<file path="config.mk">
export PLATFORM = sky130hd
export DESIGN_NAME = dsp_slice
export DESIGN_NICKNAME = d
export VERILOG_FILES = /design/src/rtl/dsp_pkg.sv /design/src/rtl/dsp_mult_lane.sv /design/src/rtl/dsp_accum.sv /design/src/rtl/dsp_slice.sv
export SDC_FILE = /design/constraint.sdc
export NUM_CORES = 2
export LEC_CHECK = 0
export BUFFER_PORTS_ARGS = -buffer_cell sky130_fd_sc_hd__buf_2
export CAP_MARGIN = 10
export CORE_ASPECT_RATIO = 1.5
export CORE_MARGIN = 2
export CORE_UTILIZATION = 45
export DETAILED_ROUTE_END_ITERATION = 7
export PLACE_DENSITY = 0.71
export SKIP_LAST_GASP = 1
export SYNTH_ARGS = -nofsm -noshare
export SYNTH_HDL_FRONTEND = slang
export SYNTH_SLANG_ARGS = --single-unit
export TNS_END_PERCENT = 100
</file>
<file path="constraint.sdc">
create_clock -name vclk -period 20.1
set_input_delay 4.02 -clock vclk [all_inputs]
set_output_delay 4.02 -clock vclk [all_outputs]
set_load 0.005 [all_outputs]
</file>
<file path="src/rtl/dsp_pkg.sv">
// Shared definitions for the multiplier slice: mode encoding and lane count.
package dsp_pkg;
    typedef enum logic [1:0] {
        MODE_SIMPLE = 2'd0,
        MODE_MAC    = 2'd1,
        MODE_ADD2   = 2'd2,
        MODE_ADD4   = 2'd3
    } dsp_mode_e;

    localparam int NUM_LANES = 4;
endpackage

</file>
<file path="src/rtl/dsp_mult_lane.sv">
// One multiplier lane. It forms the full signed OP_W x OP_W product and,
// when SPLIT is set, two independent signed products of the operand halves,
// packed {high, low}.
// Assumes OP_W is even.
module dsp_mult_lane #(
    parameter int OP_W  = 18,
    parameter bit SPLIT = 1'b0
) (
    input  logic [OP_W-1:0]          a_i,
    input  logic [OP_W-1:0]          b_i,
    output logic signed [2*OP_W-1:0] prod_o,
    output logic [2*OP_W-1:0]        pair_o
);
    localparam int HALF_W = OP_W / 2;

    logic signed [2*OP_W-1:0] a_ext, b_ext;

    // full-width signed product
    always_comb begin
        a_ext  = {{OP_W{a_i[OP_W-1]}}, a_i};
        b_ext  = {{OP_W{b_i[OP_W-1]}}, b_i};
        prod_o = a_ext * b_ext;
    end

    generate
        if (SPLIT) begin : g_split
            logic signed [2*HALF_W-1:0] al, bl, ah, bh, lo, hi;
            // two independent half-width signed products
            always_comb begin
                al = {{HALF_W{a_i[HALF_W-1]}}, a_i[HALF_W-1:0]};
                bl = {{HALF_W{b_i[HALF_W-1]}}, b_i[HALF_W-1:0]};
                ah = {{HALF_W{a_i[OP_W-1]}}, a_i[OP_W-1:HALF_W]};
                bh = {{HALF_W{b_i[OP_W-1]}}, b_i[OP_W-1:HALF_W]};
                lo = al * bl;
                hi = ah * bh;
                pair_o = {hi, lo};
            end
        end else begin : g_nosplit
            // no half products in this variant
            always_comb pair_o = '0;
        end
    endgenerate
endmodule

</file>
<file path="src/rtl/dsp_accum.sv">
// Per-lane accumulator. It adds or subtracts a sign-extended product on
// enabled edges, loads the product on request and clears on request.
// Assumes ACC_W > P_W. Wraps modulo 2^ACC_W.
module dsp_accum #(
    parameter int ACC_W = 52,
    parameter int P_W   = 36
) (
    input  logic                 clk,
    input  logic                 rst_n,
    input  logic                 en_i,
    input  logic                 clr_i,
    input  logic                 load_i,
    input  logic                 sub_i,
    input  logic signed [P_W-1:0] p_i,
    output logic [ACC_W-1:0]     acc_o
);
    logic [ACC_W-1:0] p_ext;

    // sign-extend the product to accumulator width
    always_comb p_ext = {{(ACC_W-P_W){p_i[P_W-1]}}, p_i};

    // running sum with clear > load > add/sub priority
    always_ff @(posedge clk) begin
        if (!rst_n)      acc_o <= '0;
        else if (clr_i)  acc_o <= '0;
        else if (en_i) begin
            if (load_i)      acc_o <= p_ext;
            else if (sub_i)  acc_o <= acc_o - p_ext;
            else             acc_o <= acc_o + p_ext;
        end
    end

    AST_ACC_CLEAR: assert property (@(posedge clk) disable iff (!rst_n)
        clr_i |=> (acc_o == '0));
    AST_ACC_HOLD: assert property (@(posedge clk) disable iff (!rst_n)
        (!en_i && !clr_i) |=> $stable(acc_o));
    AST_ACC_LOAD: assert property (@(posedge clk) disable iff (!rst_n)
        (en_i && load_i && !clr_i) |=> (acc_o == $past(p_ext)));
endmodule

</file>
<file path="src/rtl/dsp_slice.sv">
// Multi-mode multiplier slice: four multiplier lanes, a mode-fixed result
// selector and per-lane optional output registers.
// Assumes ACC_W >= 2*OP_W+2 so the quad sum cannot overflow.
module dsp_slice #(
    parameter dsp_pkg::dsp_mode_e MODE = dsp_pkg::MODE_SIMPLE,
    parameter bit                 SPLIT   = 1'b0,
    parameter logic [3:0]         OUT_REG = 4'b0000,
    parameter int                 OP_W    = 18,
    parameter int                 ACC_W   = 52
) (
    input  logic                 clk,
    input  logic                 rst_n,
    input  logic [4*OP_W-1:0]    a_i,
    input  logic [4*OP_W-1:0]    b_i,
    input  logic                 sub_i,
    input  logic                 acc_clr_i,
    input  logic [3:0]           lane_en_i,
    input  logic [3:0]           lane_clr_i,
    output logic [4*ACC_W-1:0]   y_o
);
    localparam int NL  = dsp_pkg::NUM_LANES;
    localparam int P_W = 2 * OP_W;
    localparam int PAD = ACC_W - P_W;

    logic signed [P_W-1:0]   prod [NL];
    logic [P_W-1:0]          pair [NL];
    logic signed [ACC_W-1:0] ext  [NL];
    logic [ACC_W-1:0]        acc  [NL];
    logic [ACC_W-1:0]        sel  [NL];
    logic signed [ACC_W-1:0] sum01, sum23;

    generate
        for (genvar k = 0; k < NL; k++) begin : g_lane
            dsp_mult_lane #(.OP_W(OP_W), .SPLIT(SPLIT)) u_mult (
                .a_i   (a_i[k*OP_W +: OP_W]),
                .b_i   (b_i[k*OP_W +: OP_W]),
                .prod_o(prod[k]),
                .pair_o(pair[k])
            );

            // sign-extend the lane product
            always_comb ext[k] = {{PAD{prod[k][P_W-1]}}, prod[k]};

            dsp_accum #(.ACC_W(ACC_W), .P_W(P_W)) u_acc (
                .clk   (clk),
                .rst_n (rst_n),
                .en_i  (lane_en_i[k]),
                .clr_i (lane_clr_i[k]),
                .load_i(acc_clr_i),
                .sub_i (sub_i),
                .p_i   (prod[k]),
                .acc_o (acc[k])
            );
        end
    endgenerate

    // pair sums shared by the two adder modes
    always_comb begin
        sum01 = sub_i ? (ext[0] - ext[1]) : (ext[0] + ext[1]);
        sum23 = sub_i ? (ext[2] - ext[3]) : (ext[2] + ext[3]);
    end

    // output selection by the elaboration-time mode
    always_comb begin
        for (int k = 0; k < NL; k++) sel[k] = '0;
        case (MODE)
            dsp_pkg::MODE_SIMPLE: begin
                for (int k = 0; k < NL; k++)
                    sel[k] = SPLIT ? {{PAD{1'b0}}, pair[k]} : ext[k];
            end
            dsp_pkg::MODE_MAC: begin
                for (int k = 0; k < NL; k++) sel[k] = acc[k];
            end
            dsp_pkg::MODE_ADD2: begin
                sel[0] = sum01;
                sel[1] = sum23;
            end
            default: begin
                sel[0] = sum01 + sum23;
            end
        endcase
    end

    generate
        for (genvar k = 0; k < NL; k++) begin : g_out
            if (OUT_REG[k]) begin : g_reg
                logic [ACC_W-1:0] q;
                // per-lane output register: clear > enable
                always_ff @(posedge clk) begin
                    if (!rst_n)             q <= '0;
                    else if (lane_clr_i[k]) q <= '0;
                    else if (lane_en_i[k])  q <= sel[k];
                end
                assign y_o[k*ACC_W +: ACC_W] = q;

                AST_LANE_CLEAR: assert property (@(posedge clk) disable iff (!rst_n)
                    lane_clr_i[k] |=> (y_o[k*ACC_W +: ACC_W] == '0));
                AST_LANE_HOLD: assert property (@(posedge clk) disable iff (!rst_n)
                    (!lane_en_i[k] && !lane_clr_i[k]) |=> $stable(y_o[k*ACC_W +: ACC_W]));
            end else begin : g_byp
                assign y_o[k*ACC_W +: ACC_W] = sel[k];
            end
        end
    endgenerate
endmodule

</file>
==> impl_metrics.yaml <==
drt:
  drtIter0Drc: 1714
  viasPerCell: 5.10
  routed_wl_um: 119000
  drc: 0
  wl_per_cell_um: 17.1
  drtAntennaViolNets: 0
  dr.pass1.iters: 5
  route.vias.total: 35400
setup_path:
  crit_start: "a_i[17]"
  path_max_fanout: 18
  arrival_ns: 11.45
  crit_path_end_kind: "output pin"
  start_kind: "input pin"
  path_class: "in -> out"
  crit_required_ns: 16.08
synthesis:
  synthTopCellsByArea: "fa_1, inv_1, ha_1, and2_1, nand2_1"
  synth.top_cell.area_share_pct: 54.2
  yosysSeqAreaShare_pct: 0
  synthesis.nets: 7245
  synth.avg_cell_area_um2: 9.01
  synthDistinctLibCells: 59
  synth_most_common_cell: "inv_1"
  yosys_warnings: 0
  synthTopCellsByCount: "inv_1, fa_1, nand2_1"
  syn_area_mm2: 0.0486
  syn_inst: 5401
  synth_area_leader_cell: "fa_1"
cells_and_area:
  register_area_um2: 0
  fin_nets: 7364
  clkbuf_count: 0
  n_sequential_cell: 0
  drive_above_1_share_pct: 6.63
  area_growth_pct: 4.99
job:
  drv_cap: 0
global_route:
  grt_usage_pct: 22.3
  grt_pass1_vias: 39300
  grt_overflow: 0
  antenna_found_initial: 1
  grt_max_degree: 19
  grt_pass1_wl_um: 197000
sta:
  final_max_slew_viol_count: 0
  rsz0062_at_grt: "false"
  fin_crit_sh_pct: 77.0
  report.final.hold_viol_count: 0
  period_needed_ns: 15.47
  setup_viol: 0
  slew_headroom_pct: 41.3
  worst_pin_slew_ns: 0.874
  tns_ns: 0
  max_freq_ghz: 0.0646
floorplan:
  coreArea_mm2: 0.107
  core.rowCount: 147
  num_io_pins: 364
  die_w_um: 272
  dieArea_mm2: 0.111
  die_h_um: 407
  start_util_pct: 45.4
status:
  status: "completed"
place:
  place.gp.congestion: 0.940
  io_buffers: 352
  dp_hpwl_um: 100000
clock_tree:
  holdBufCountCts: 0
  postCtsSetupBuffers: 0
  ctsResizeCount: 0
min_path:
  hold_class: "in -> out"
  min_from: "b_i[18]"
-- metrics by stage --
step / hold WS [ns] / worst slack [ns] / utilization, % / area [um2] / std cells
2_1_floorplan: 8.15 / 5.45 / - / 48600 / 5401
3_3_place_gp: 8.54 / 4.67 / 47.7 / 51100 / 6933
3_5_place_dp: 8.55 / 4.58 / 47.7 / 51100 / 6933
4_1_cts: 8.55 / 4.56 / 47.7 / 51100 / 6933
5_1_grt: 8.58 / 4.16 / 47.7 / 51100 / 6934
6_report: 8.56 / 4.63 / 47.7 / 51100 / 6934
-- per-layer routing --
metal	vias up	track usage, %	share of wire [%]
met5	-	0	0
li1	15600	-	-
met4	0	9.08	4.9
met1	18300	24.9	35
met2	1143	42.9	55
met3	294	1.95	5.2
-- worst max-delay path: stages --
cell	delay (ns)
buf_2	0.22
nand2_1	0.16
inv_1	0.10
fa_1	0.60
inv_1	0.16
fa_1	0.54
inv_1	0.06
ha_1	0.51
inv_1	0.28
fa_1	0.55
inv_1	0.06
fa_1	0.54
inv_1	0.05
fa_1	0.47
inv_1	0.04
ha_1	0.39
nand2_1	0.16
nor2b_1	0.35
o2111a_1	0.37
o21ai_1	0.24
o311a_1	0.42
o21bai_1	0.16
a21oi_1	0.10
xnor2_1	0.65
buf_2	0.25
-- kinds of logic after synthesis --
group | share of synthesized area (%)
compound gates | 4.28
fa+ha+maj | 63.7
xor+xnor | 2.56
buf+inv | 14.0
simple gates | 15.4
-- cell type report --
cell class	count	area (um2)
Timing Repair Buffer	356	1790
Tap cell	1415	1770
Multi-Input combinational cell	3648	41800
Inverter	1514	5680
Fill cell	10200	56000
Antenna cell	1	2.50
-- worst paths after layout --
path                  endpoint  slack (ns)  depth (start not counted)
worst max-delay path   y_o[37]        4.63                         25
worst min-delay path   y_o[52]        8.56                          3
-- placed cells by master (no fill, tap or decap), types with 4 or more instances in the layout --
cell type	n
nand4_1	4
xor2_1	23
fa_1	1316
nor2_1	118
and2_1	633
nor3_1	19
o31ai_1	5
a2111oi_0	4
a21boi_0	8
a211oi_1	10
a21o_1	41
nand2b_1	31
xnor2_1	119
ha_1	372
o21bai_1	20
a31oi_1	10
o21a_1	31
or3_1	4
and3_1	13
a211o_1	4
o21ai_0	61
nand3_1	16
nor4_1	4
buf_2	352
nor2b_1	16
nand2_1	639
inv_1	1514
buf_4	4
a21oi_1	82
Power is left out: the tool's default activity adds up to more than one toggle a clock period on the data nets, which glitch-free logic cannot reach.
